**src/rtl/trafmon_pkg.sv**
```systemverilog
package trafmon_pkg;

   localparam int unsigned NZONE    = 4;
   localparam int unsigned STAT_LSB = 4;

   typedef enum logic [1:0] {
      ZN_IDLE = 2'd0,
      ZN_HIGH = 2'd1,
      ZN_MID  = 2'd2,
      ZN_LOW  = 2'd3
   } zone_e;

   localparam logic [11:0] A_GSTAT = 12'h000;
   localparam logic [11:0] A_GCLR  = 12'h008;
   localparam logic [11:0] A_GEN   = 12'h00C;
   localparam logic [11:0] A_LSTAT = 12'h100;
   localparam logic [11:0] A_LCLR  = 12'h108;
   localparam logic [11:0] A_LEN   = 12'h10C;
   localparam logic [11:0] A_RUN   = 12'h2A0;
   localparam logic [11:0] A_CCLR  = 12'h2A4;
   localparam logic [11:0] A_WIN   = 12'h2A8;
   localparam logic [11:0] A_THI   = 12'h2AC;
   localparam logic [11:0] A_TMID  = 12'h2B0;
   localparam logic [11:0] A_TLO   = 12'h2B4;
   localparam logic [11:0] A_ACT   = 12'h2B8;
   localparam logic [11:0] A_RLIM  = 12'h2BC;
   localparam logic [11:0] A_LZONE = 12'h2D8;
   localparam logic [11:0] A_MAX0  = 12'h2E0;

   localparam logic [31:0] ACT_RST = 32'h9525_0901;

endpackage

```
**src/rtl/trafmon_regs.sv**
```systemverilog
module trafmon_regs
   import trafmon_pkg::*;
#(
   parameter int unsigned ADDR_W = 12,
   parameter int unsigned DATA_W = 32,
   parameter int unsigned CNT_W  = 32,
   parameter int unsigned WIN_W  = 32
) (
   input  logic                    clk_i,
   input  logic                    rst_ni,
   input  logic                    we_i,
   input  logic [ADDR_W-1:0]       addr_i,
   input  logic [DATA_W-1:0]       wdata_i,
   output logic [DATA_W-1:0]       rdata_o,
   output logic                    mon_en_o,
   output logic [WIN_W-1:0]        win_len_o,
   output logic [CNT_W-1:0]        thr_hi_o,
   output logic [CNT_W-1:0]        thr_mid_o,
   output logic [CNT_W-1:0]        thr_lo_o,
   output logic [31:0]             run_lim_o,
   output logic [NZONE-1:0]        loc_en_o,
   output logic                    glob_en_o,
   output logic [NZONE-1:0]        loc_clr_o,
   output logic                    glob_clr_o,
   output logic                    cnt_clr_o,
   input  logic [NZONE-1:0]        loc_stat_i,
   input  logic                    glob_stat_i,
   input  logic [1:0]              last_zone_i,
   input  logic [NZONE*CNT_W-1:0]  zmax_i
);

   localparam int unsigned SL = STAT_LSB;

   logic [31:0] act_q;

   function automatic logic hit(input logic [11:0] a);
      return we_i && (addr_i == ADDR_W'(a));
   endfunction

   assign loc_clr_o  = hit(A_LCLR) ? wdata_i[SL+NZONE-1:SL] : '0;
   assign glob_clr_o = hit(A_GCLR) & wdata_i[0];
   assign cnt_clr_o  = hit(A_CCLR) & wdata_i[0];

   always_ff @(posedge clk_i or negedge rst_ni) begin
      if (!rst_ni) begin
         mon_en_o  <= 1'b0;
         win_len_o <= '0;
         thr_hi_o  <= '0;
         thr_mid_o <= '0;
         thr_lo_o  <= '0;
         run_lim_o <= '0;
         loc_en_o  <= '0;
         glob_en_o <= 1'b0;
         act_q     <= ACT_RST;
      end else if (we_i) begin
         if (hit(A_RUN))  mon_en_o  <= wdata_i[0];
         if (hit(A_WIN))  win_len_o <= wdata_i[WIN_W-1:0];
         if (hit(A_THI))  thr_hi_o  <= wdata_i[CNT_W-1:0];
         if (hit(A_TMID)) thr_mid_o <= wdata_i[CNT_W-1:0];
         if (hit(A_TLO))  thr_lo_o  <= wdata_i[CNT_W-1:0];
         if (hit(A_RLIM)) run_lim_o <= wdata_i[31:0];
         if (hit(A_LEN))  loc_en_o  <= wdata_i[SL+NZONE-1:SL];
         if (hit(A_GEN))  glob_en_o <= wdata_i[0];
         if (hit(A_ACT))  act_q     <= wdata_i[31:0];
      end
   end

   always_comb begin
      rdata_o = '0;
      case (addr_i)
         ADDR_W'(A_GSTAT): rdata_o[0] = glob_stat_i;
         ADDR_W'(A_GEN):   rdata_o[0] = glob_en_o;
         ADDR_W'(A_LSTAT): rdata_o[SL+NZONE-1:SL] = loc_stat_i;
         ADDR_W'(A_LEN):   rdata_o[SL+NZONE-1:SL] = loc_en_o;
         ADDR_W'(A_RUN):   rdata_o[0] = mon_en_o;
         ADDR_W'(A_WIN):   rdata_o[WIN_W-1:0] = win_len_o;
         ADDR_W'(A_THI):   rdata_o[CNT_W-1:0] = thr_hi_o;
         ADDR_W'(A_TMID):  rdata_o[CNT_W-1:0] = thr_mid_o;
         ADDR_W'(A_TLO):   rdata_o[CNT_W-1:0] = thr_lo_o;
         ADDR_W'(A_ACT):   rdata_o[31:0] = act_q;
         ADDR_W'(A_RLIM):  rdata_o[31:0] = run_lim_o;
         ADDR_W'(A_LZONE): rdata_o[1:0] = last_zone_i;
         default: ;
      endcase
      for (int z = 0; z < NZONE; z++) begin
         if (addr_i == ADDR_W'(A_MAX0) + ADDR_W'(4 * z))
            rdata_o[CNT_W-1:0] = zmax_i[z*CNT_W +: CNT_W];
      end
   end

endmodule

```
**src/rtl/trafmon_window.sv**
```systemverilog
module trafmon_window #(
   parameter int unsigned BYTE_W   = 16,
   parameter int unsigned CNT_W    = 32,
   parameter int unsigned WIN_W    = 32,
   parameter int unsigned MB_SHIFT = 20
) (
   input  logic              clk_i,
   input  logic              rst_ni,
   input  logic              mon_en_i,
   input  logic              cnt_clr_i,
   input  logic              tick_i,
   input  logic              xfer_vld_i,
   input  logic [BYTE_W-1:0] xfer_bytes_i,
   input  logic [WIN_W-1:0]  win_len_i,
   output logic              win_done_o,
   output logic [CNT_W-1:0]  win_cnt_o
);

   localparam int unsigned ACC_W = CNT_W + MB_SHIFT;

   logic [ACC_W-1:0] acc_q;
   logic [WIN_W-1:0] pos_q;
   logic [ACC_W:0]   sum_raw;
   logic [ACC_W-1:0] sum_sat;
   logic [WIN_W-1:0] lim;
   logic             close_w;

   assign sum_raw = {1'b0, acc_q} + {1'b0, (xfer_vld_i ? ACC_W'(xfer_bytes_i) : ACC_W'(0))};
   assign sum_sat = sum_raw[ACC_W] ? '1 : sum_raw[ACC_W-1:0];
   assign lim     = (win_len_i == '0) ? WIN_W'(1) : win_len_i;
   assign close_w = mon_en_i && !cnt_clr_i && tick_i &&
                    (({1'b0, pos_q} + (WIN_W+1)'(1)) >= {1'b0, lim});

   always_ff @(posedge clk_i or negedge rst_ni) begin
      if (!rst_ni) begin
         acc_q      <= '0;
         pos_q      <= '0;
         win_done_o <= 1'b0;
         win_cnt_o  <= '0;
      end else begin
         win_done_o <= close_w;
         if (close_w) win_cnt_o <= CNT_W'(sum_sat >> MB_SHIFT);
         if (cnt_clr_i) begin
            acc_q <= '0;
            pos_q <= '0;
         end else if (mon_en_i) begin
            acc_q <= close_w ? '0 : sum_sat;
            if (tick_i) pos_q <= close_w ? '0 : pos_q + WIN_W'(1);
         end
      end
   end

endmodule

```
**src/rtl/trafmon_zone.sv**
```systemverilog
module trafmon_zone
   import trafmon_pkg::*;
#(
   parameter int unsigned CNT_W = 32
) (
   input  logic                   clk_i,
   input  logic                   rst_ni,
   input  logic                   win_done_i,
   input  logic [CNT_W-1:0]       win_cnt_i,
   input  logic [CNT_W-1:0]       thr_hi_i,
   input  logic [CNT_W-1:0]       thr_mid_i,
   input  logic [CNT_W-1:0]       thr_lo_i,
   input  logic [31:0]            run_lim_i,
   input  logic [NZONE-1:0]       max_clr_i,
   output logic [1:0]             zone_o,
   output logic [NZONE-1:0]       set_o,
   output logic [NZONE*CNT_W-1:0] zmax_o
);

   zone_e      cur, zone_q;
   logic       seen_q;
   logic [7:0] run_q, run_nxt, lim, lim_eff;

   always_comb begin
      if (win_cnt_i >= thr_hi_i)      cur = ZN_HIGH;
      else if (win_cnt_i > thr_mid_i) cur = ZN_MID;
      else if (win_cnt_i > thr_lo_i)  cur = ZN_LOW;
      else                            cur = ZN_IDLE;
   end

   assign run_nxt = (seen_q && cur == zone_q) ?
                    ((run_q == 8'hFF) ? run_q : run_q + 8'd1) : 8'd1;
   assign lim     = run_lim_i[{cur, 3'b000} +: 8];
   assign lim_eff = (lim == 8'd0) ? 8'd1 : lim;
   assign set_o   = (win_done_i && run_nxt == lim_eff) ? (NZONE'(1) << cur) : '0;
   assign zone_o  = zone_q;

   always_ff @(posedge clk_i or negedge rst_ni) begin
      if (!rst_ni) begin
         zone_q <= ZN_IDLE;
         run_q  <= '0;
         seen_q <= 1'b0;
      end else if (win_done_i) begin
         zone_q <= cur;
         run_q  <= run_nxt;
         seen_q <= 1'b1;
      end
   end

   for (genvar z = 0; z < NZONE; z++) begin : g_max
      logic [CNT_W-1:0] mx_q;
      logic             in_z;
      assign in_z = win_done_i && (cur == zone_e'(z));
      always_ff @(posedge clk_i or negedge rst_ni) begin
         if (!rst_ni)
            mx_q <= '0;
         else if (in_z)
            mx_q <= (max_clr_i[z] || win_cnt_i > mx_q) ? win_cnt_i : mx_q;
         else if (max_clr_i[z])
            mx_q <= '0;
      end
      assign zmax_o[z*CNT_W +: CNT_W] = mx_q;
   end

endmodule

```
**src/rtl/trafmon_top.sv**
```systemverilog
module trafmon_top
   import trafmon_pkg::*;
#(
   parameter int unsigned BYTE_W   = 16,
   parameter int unsigned ADDR_W   = 12,
   parameter int unsigned DATA_W   = 32,
   parameter int unsigned CNT_W    = 32,
   parameter int unsigned WIN_W    = 32,
   parameter int unsigned MB_SHIFT = 20
) (
   input  logic              clk_i,
   input  logic              rst_ni,
   input  logic              tick_i,
   input  logic              xfer_vld_i,
   input  logic [BYTE_W-1:0] xfer_bytes_i,
   input  logic              reg_we_i,
   input  logic [ADDR_W-1:0] reg_addr_i,
   input  logic [DATA_W-1:0] reg_wdata_i,
   output logic [DATA_W-1:0] reg_rdata_o,
   output logic              irq_o
);

   if (DATA_W < 32) begin : g_bad_data
      $error("DATA_W must be at least 32");
   end
   if (ADDR_W < 12) begin : g_bad_addr
      $error("ADDR_W must be at least 12");
   end
   if (CNT_W > DATA_W || WIN_W > DATA_W) begin : g_bad_cnt
      $error("CNT_W and WIN_W must fit in DATA_W");
   end
   if (BYTE_W > CNT_W + MB_SHIFT) begin : g_bad_byte
      $error("BYTE_W wider than the byte accumulator");
   end

   logic                   mon_en, glob_en, glob_clr, cnt_clr, win_done, gpend_q;
   logic [WIN_W-1:0]       win_len;
   logic [CNT_W-1:0]       thr_hi, thr_mid, thr_lo, win_cnt;
   logic [31:0]            run_lim;
   logic [NZONE-1:0]       loc_en, loc_clr, set_w, stat_q;
   logic [1:0]             last_zone;
   logic [NZONE*CNT_W-1:0] zmax;

   trafmon_regs #(
      .ADDR_W(ADDR_W), .DATA_W(DATA_W), .CNT_W(CNT_W), .WIN_W(WIN_W)
   ) u_regs (
      .clk_i, .rst_ni,
      .we_i(reg_we_i), .addr_i(reg_addr_i), .wdata_i(reg_wdata_i), .rdata_o(reg_rdata_o),
      .mon_en_o(mon_en), .win_len_o(win_len),
      .thr_hi_o(thr_hi), .thr_mid_o(thr_mid), .thr_lo_o(thr_lo), .run_lim_o(run_lim),
      .loc_en_o(loc_en), .glob_en_o(glob_en),
      .loc_clr_o(loc_clr), .glob_clr_o(glob_clr), .cnt_clr_o(cnt_clr),
      .loc_stat_i(stat_q), .glob_stat_i(gpend_q), .last_zone_i(last_zone), .zmax_i(zmax)
   );

   trafmon_window #(
      .BYTE_W(BYTE_W), .CNT_W(CNT_W), .WIN_W(WIN_W), .MB_SHIFT(MB_SHIFT)
   ) u_win (
      .clk_i, .rst_ni,
      .mon_en_i(mon_en), .cnt_clr_i(cnt_clr), .tick_i,
      .xfer_vld_i, .xfer_bytes_i, .win_len_i(win_len),
      .win_done_o(win_done), .win_cnt_o(win_cnt)
   );

   trafmon_zone #(.CNT_W(CNT_W)) u_zone (
      .clk_i, .rst_ni,
      .win_done_i(win_done), .win_cnt_i(win_cnt),
      .thr_hi_i(thr_hi), .thr_mid_i(thr_mid), .thr_lo_i(thr_lo),
      .run_lim_i(run_lim), .max_clr_i(loc_clr),
      .zone_o(last_zone), .set_o(set_w), .zmax_o(zmax)
   );

   always_ff @(posedge clk_i or negedge rst_ni) begin
      if (!rst_ni) begin
         stat_q  <= '0;
         gpend_q <= 1'b0;
      end else begin
         stat_q  <= (stat_q & ~loc_clr) | set_w;
         gpend_q <= (|(stat_q & loc_en)) | (gpend_q & ~glob_clr);
      end
   end

   assign irq_o = gpend_q & glob_en;

endmodule

```
**config.mk**
```make
export PLATFORM = sky130hd
export DESIGN_NAME = trafmon_top
export DESIGN_NICKNAME = d
export VERILOG_FILES = /design/src/rtl/trafmon_pkg.sv /design/src/rtl/trafmon_regs.sv /design/src/rtl/trafmon_window.sv /design/src/rtl/trafmon_zone.sv /design/src/rtl/trafmon_top.sv
export SDC_FILE = /design/constraint.sdc
export NUM_CORES = 1
export LEC_CHECK = 0
export ABC_AREA = 0
export BUFFER_PORTS_ARGS = -buffer_cell sky130_fd_sc_hd__clkbuf_2
export CORE_MARGIN = 2
export CORE_UTILIZATION = 55
export DETAILED_ROUTE_END_ITERATION = 12
export PLACE_DENSITY = 0.75
export SETUP_SLACK_MARGIN = 0.15
export SYNTH_ARGS = -nofsm -noshare
export SYNTH_HDL_FRONTEND = slang
export SYNTH_SLANG_ARGS = --single-unit
```
**constraint.sdc**
```tcl
create_clock -name clk_i -period 6.7 [get_ports clk_i]
set_clock_uncertainty 0.1 [all_clocks]
set_input_delay 0.335 -clock clk_i [delete_from_list [all_inputs] [get_ports clk_i]]
set_output_delay 0.335 -clock clk_i [all_outputs]
set_load 0.1 [all_outputs]
```
==> results of run 1 <==
==> cell type report <==
class	count	area share, %
multi-input combinational	2204	50.2
sequential	459	35.1
clock buffer	69	4.37
timing repair buffer	173	3.56
inverter	294	3.37
tap	688	2.63
clock inverter	21	0.756
==> state kept, by name, summed over array words and instances, names as in the netlist, 2 cells and up <==
| register | cells |
|---|---|
| u_win.win_cnt_o | 32 |
| u_zone.zone_o | 2 |
| u_regs.run_lim_o | 32 |
| u_win.pos_q | 32 |
| u_zone.g_max.mx_q | 128 |
| stat_q | 4 |
| u_regs.win_len_o | 32 |
| u_win.acc_q | 52 |
| u_regs.thr_hi_o | 32 |
| u_regs.thr_mid_o | 32 |
| u_regs.loc_en_o | 4 |
| u_zone.run_q | 8 |
| u_regs.act_q | 32 |
| u_regs.thr_lo_o | 32 |
==> worst max-delay path, cell delays in order (launching register included) <==
cell and delay [ps]:
dfrtp_1 430, and3_1 210, and3_1 270, nand3_1 170, nor2_1 300, nand2_1 260, nor2_1 380, nand3_1 200
xnor2_1 170, ha_1 320, a21oi_1 160, nor2b_1 70, a2111oi_0 630, o311a_1 270, o21ai_0 120, o211ai_1 510
nand2_1 640, o21ai_0 400, o2bb2ai_1 160
==> stage by stage <==
step | hold slack (ps) | cells | power (mW) | utilization (%)
floorplan | -60.6 | 3092 | 3.64 | -
global placement | 263 | 3792 | 3.93 | 58.3
detailed placement | 267 | 3792 | 3.96 | 58.3
CTS | 8.34 | 3908 | 6.84 | 62.0
global route | 17.2 | 3908 | 7.07 | 62.0
finish | 29.1 | 3908 | 6.84 | 62.0
==> logic make-up after synthesis <==
| family | count (synthesis) | share of synthesized area (%) |
|---|---|---|
| fa+ha+maj | 275 | 11.7 |
| flops | 459 | 38.9 |
| buf+inv | 429 | 5.62 |
| xor+xnor | 69 | 2.04 |
| compound gates | 828 | 19.0 |
| simple gates | 765 | 12.9 |
| mux | 267 | 9.91 |
==> layer usage <==
metal,vias to the layer above,GRT usage [%],wire (microns)
li1,11400,-,-
met1,12500,44.0,38100
met2,1124,50.2,40800
met3,214,5.07,7190
met4,0,12.8,3670
met5,-,0,0
==> layout by cell type, fill, tap and decap left out, drive strengths merged, types with 37 or more instances in the layout <==
| master | n |
|---|---|
| a21o | 73 |
| a21oi | 189 |
| a22o | 109 |
| a22oi | 93 |
| and3 | 38 |
| buf | 51 |
| clkbuf | 165 |
| dfrtp | 449 |
| ha | 274 |
| inv | 297 |
| mux2 | 201 |
| mux2i | 66 |
| nand2 | 251 |
| nand3 | 54 |
| nand4 | 103 |
| nor2 | 160 |
| nor3 | 37 |
| o21ai | 174 |
| xnor2 | 44 |
==> worst paths after layout <==
check | from | end | slack, ps | cells after the start
max in group asynchronous | rst_ni | u_regs.run_lim_o[26] | 4860 | 3
min in group asynchronous | rst_ni | u_zone.run_q[3] | 190 | 2
min reg2reg | u_win.acc_q[15] | u_win.acc_q[15] | 380 | 2
max reg2reg | u_win.pos_q[2] | u_win.acc_q[41] | 800 | 18
min | reg_wdata_i[12] | u_regs.run_lim_o[12] | 30 | 2
max | u_win.pos_q[2] | u_win.acc_q[41] | 800 | 18
==> timing repair <==
action,CTS,global route
resized for setup,0,0
hold buffers,26,0
setup buffers,0,0
hold endpoints to repair,217,0
==> power by group through the flow <==
stage / Combinational, mW / Clock [mW] / Sequential (mW)
floorplan: 0.754 / 0 / 2.88
global placement: 1.04 / 0 / 2.88
detailed placement: 1.07 / 0 / 2.89
CTS: 1.09 / 2.91 / 2.84
global route: 1.20 / 3.02 / 2.84
finish: 1.11 / 2.89 / 2.84
==> impl_results.md, run 1 <==
* Worst slew margin at 6.05%
* Syn. warnings at 0
* Fmax achieved at 0.170 GHz
* Cell internal pwr at 4.89 mW
* Die Wd at 236 microns
* CP Launch Type: flip-flop
* Sequential share of the synthesized area at 38.9%
* Post-DP Area at 30800 sq um
* P_sw at 1.95 mW
* Syn_area_per_cell at 9.56 sq um
* GRT Util Overall at 31.8%
* Crit end category: flip-flop
* Post-Syn Instances at 3092
* Least-Margin Pin Slew at 1400 ps
* Setup TNS at 0 ps
* Minimum clock period at 5900 ps
* Antenna violations before repair at 0
* Pre-antenna DRT Iters at 7
* Final Setup Violations at 0
* Post-synth net total at 3432
* Worst Path Required at 7110 ps
* Area share of the largest cell type after synthesis at 38.0%
* Flops & latches, synth at 459
* Die Y at 236 microns
* First-pass GRT wire length at 140 mm
* Final hold vios at 0
* Filler cells at 4337
* MaxCap Viol Count at 0
* Pre-CTS WS at 1050 ps
* Post-synth EDFFs at 0
* Routed len/inst at 23.0 microns
* Final HPWL DP at 63.7 mm
* Largest net degree at the start of global routing at 181
* Min-Delay Path Class: primary input to flip-flop
* Post-synth top area cell: dfrtp_1
* Max Root-Sink Buffers at 3
* Core Area at 52900 sq um
* Most frequent cells after synthesis: dfrtp_1, inv_1, ha_1, nand2_1, mux2_2
* Pwr dens at 209 nW/um^2
* Die Area at 55600 sq um
* Worst Path Class, Setup: flip-flop to flip-flop
* Post-route cell area at 32800 sq um
* GRT overflow at 0
* Critical path fanouts, max at 23
* N_diodes at 0
* TritonCTS clock tree: yes
* Routed Antenna Nets at 0
* Switching Fraction at 28.5%
* I/O Pins at 98
* Gpl congestion at 0.960
* Critical Path AT at 6310 ps
* Ys async rst share at 100%
* Drt total wl at 89.7 mm
* I/O Buffers at 97
* Layout cells sized above 1 at 15.5%
* FF/Latch Area at 11500 sq um
* Clock network power share at 42.2%
* Combinational Power Share at 16.3%
* Rows at 84
* Fin crit share at 88.1%
* Fin nets at 3523
* Post-Syn Area at 29600 sq um
* Library cells used by synthesis at 91
* Leakage at 15.9 nW
* Footprint of the multi-input gates at 16500 sq um
* Via density at 6.46
* Status: finished, final reports clean
* Area Overhead vs Synth at 10.9%
* Worst-Skew Late Latency at 610 ps
* Total CTS buffers at 51
* Sequential power share at 41.5%
* Htree depth at 2
* Reg clk slew, reported paths at 60 ps
* RSZ-0062 raised after global routing: false
* Vias in the first global route at 24700
* Setup slack after layout at 800 ps
* Worst vdd ir at 0.223 mV
* Synth top area cells: dfrtp_1, ha_1, mux2_2, inv_1, a22o_1
* Slew Limit Fails at 0
* Vias at 25300
* Initial DRC count at 2680
* CTS sink count at 459
* Post-synth top flop: dfrtp_1
* Count leader, synth: dfrtp_1
* Drt drc at 0
* Starting density of the core at 55.9%
* Root Buffer: clkbuf_16
No activity file was read; power rests on OpenSTA's default activity.
==> run 2, diff against run 1 <==
==> constraint.sdc (replaced) <==
create_clock -name clk_i -period 6.5 [get_ports clk_i]
set_clock_uncertainty 0.1 [all_clocks]
set_input_delay 0.325 -clock clk_i [delete_from_list [all_inputs] [get_ports clk_i]]
set_output_delay 0.325 -clock clk_i [all_outputs]
set_load 0.1 [all_outputs]
==> run 2 against run 1 <==
  * Combinational power increased by 5%
  * Worst hold slack improved by 10 ps
  * Wire length increased by 0.76%
  * Global-route usage up 0.32 points
  * Total power increased by 6.5%
  * Via count up 0.46%
  * Clock power up 10%
  * First-iteration DRC count decreased by 6.2%
==> impl_results.md, run 2 (synthesized netlist as in run 1, its figures left out) <==
* Biggest register: u_zone.g_max.mx_q
* Routed Antenna Nets at 0 (unchanged)
* Setup TNS at 0 ps (unchanged)
* I/O Buffers at 97 (unchanged)
* Vias at 25400 (+0.46%)
* Via density at 6.46 (about the same)
* Fin nets at 3536 (+0.37%)
* Drt total wl at 90.4 mm (+0.76%)
* Die Wd at 236 microns (unchanged)
* Pre-antenna DRT Iters at 6 (-1)
* Worst vdd ir at 0.189 mV (-15%)
* Fmax achieved at 0.173 GHz (+2.3%)
* Final HPWL DP at 64.2 mm (+0.75%)
* Die Area at 55600 sq um (unchanged)
* Htree depth at 2 (unchanged)
* I/O Pins at 98 (unchanged)
* Area Overhead vs Synth at 11.8%
* First-pass GRT wire length at 141 mm (+1.1%)
* Status: finished, final reports clean
* Most frequent cells in the layout: dfrtp_1, inv_1, ha_1
* Finished Layout Cells at 3928 (+0.51%)
* Fin crit share at 88.7% (+0.67 points)
* Final hold vios at 0 (unchanged)
* MaxCap Viol Count at 0 (unchanged)
* Pre-CTS WS at 914 ps (-138 ps)
* TritonCTS clock tree: yes
* Routed len/inst at 23.0 microns (+0.25%)
* CTS sink count at 459 (unchanged)
* CP Launch Type: flip-flop
* Layout cells sized above 1 at 15.8% (+0.28 points)
* GRT Util Overall at 32.2% (+0.32 points)
* GRT overflow at 0 (unchanged)
* Final Setup Violations at 0 (unchanged)
* Starting density of the core at 55.9% (unchanged)
* Critical Path AT at 6110 ps (-200 ps)
* Max reg flops at 128 (unchanged)
* Worst slew margin at 8.08% (+2.0 points)
* Rows at 84 (unchanged)
* Worst-Skew Late Latency at 620 ps (about the same)
* Reg clk slew, reported paths at 60 ps (about the same)
* Gpl congestion at 1.02 (+6.3%)
* Drt drc at 0 (unchanged)
* Max Root-Sink Buffers at 3 (unchanged)
* Slew Limit Fails at 0 (unchanged)
* Least-Margin Pin Slew at 1380 ps (-25.2 ps)
* Worst Path Class, Setup: flip-flop to flip-flop
* Leakage at 16.0 nW (+0.80%)
* Pwr dens at 221 nW/um^2 (+5.7%)
* RSZ-0062 raised after global routing: false
* Total CTS buffers at 52 (+2.0%)
* Vias in the first global route at 25000 (+1.3%)
* Setup slack after layout at 733 ps (-67.4 ps)
* Commonest non-fill, non-tap cell in the layout: dfrtp_1
* Worst Path Required at 6840 ps (-270 ps)
* Cts repair resizes at 0 (unchanged)
* Min-Delay Path Class: primary input to flip-flop
* Minimum clock period at 5770 ps (-133 ps)
* Initial DRC count at 2513 (-6.2%)
* Critical path fanouts, max at 32 (+39%)
* Crit end category: flip-flop
* Die Y at 236 microns (unchanged)
* Core Area at 52900 sq um (unchanged)
* Largest regs: u_zone.g_max.mx_q (128), u_win.acc_q (52)
* Root Buffer: clkbuf_16
* Post-CTS Setup Inserts at 0 (unchanged)
* Total power at 7.29 mW (+6.5%)
* Largest net degree at the start of global routing at 155 (-14%)
* Inst Count DP at 3801 (+0.24%)
* Antenna violations before repair at 2 (+2)
[run 2: worst max-delay path, cell delays in order (launching register included)]
cell and delay (ps):
dfrtp_1 430, and3_1 220, and3_1 270, nand3_1 170, nor2_1 270, nand2_1 260
nor2_1 350, nand3_1 190, xnor2_1 160, ha_1 310, a21oi_1 130, nor2b_1 60
a2111oi_0 600, o311a_1 270, o21ai_0 100, o21a_1 240, o21ai_1 460, inv_1 610
o21ai_0 260, o21ai_0 110
[run 2: timing repair]
item / 4_1_cts / 5_1_grt
hold buffers: 29 / 0
endpoints found under the hold margin: 234 / 0
setup endpoints to repair: 0 / 0
[run 2: where the power goes]
part / total [mW] / switching, mW / internal, mW / leakage, nW
clock: 3.19 / 1.26 / 1.93 / 0.901
sequential: 2.92 / 0.0344 / 2.89 / 5.96
combinational: 1.17 / 0.751 / 0.421 / 9.14
total: 7.29 / 2.05 / 5.24 / 16.0
[run 2: area by class of cell]
| cell class | count | area [sq um] |
|---|---|---|
| Antenna cell | 2 | 5.00 |
| Clock buffer | 72 | 1470 |
| Clock inverter | 24 | 359 |
| Fill cell | 4275 | 19800 |
| Inverter | 294 | 1100 |
| Multi-Input combinational cell | 2204 | 16500 |
| Sequential cell | 459 | 11500 |
| Tap cell | 688 | 861 |
| Timing Repair Buffer | 185 | 1270 |
[run 2: stage by stage]
stage                     area (sq um)  hold slack (ps)  util [%]
final                            33000             39.3      62.5
after global routing             33000             31.4      62.5
after CTS                        33000             1.58      62.5
after detailed placement         30900              282      58.5
after global placement           30900              272      58.5
after floorplan                  29600            -70.6         -
[run 2: worst paths after layout]
kind | startpoint | endpoint | slack, ps | cells past startpoint
worst max register to register | u_win.pos_q[2] | u_win.win_cnt_o[0] | 730 | 19
max in group asynchronous | rst_ni | u_regs.thr_mid_o[27] | 4570 | 3
worst max-delay path | u_win.pos_q[2] | u_win.win_cnt_o[0] | 730 | 19
min in group asynchronous | rst_ni | u_zone.run_q[4] | 180 | 2
worst min-delay path | reg_wdata_i[5] | u_regs.win_len_o[5] | 40 | 2
worst min register to register | u_win.acc_q[2] | u_win.acc_q[2] | 380 | 2
[run 2: routing by layer]
metal	track usage, %	up-vias	wire length, microns
met5	0	-	103
met4	14.7	2	4310
met3	5.22	239	6980
met2	50.3	1151	41000
met1	44.1	12600	38100
li1	-	11400	-
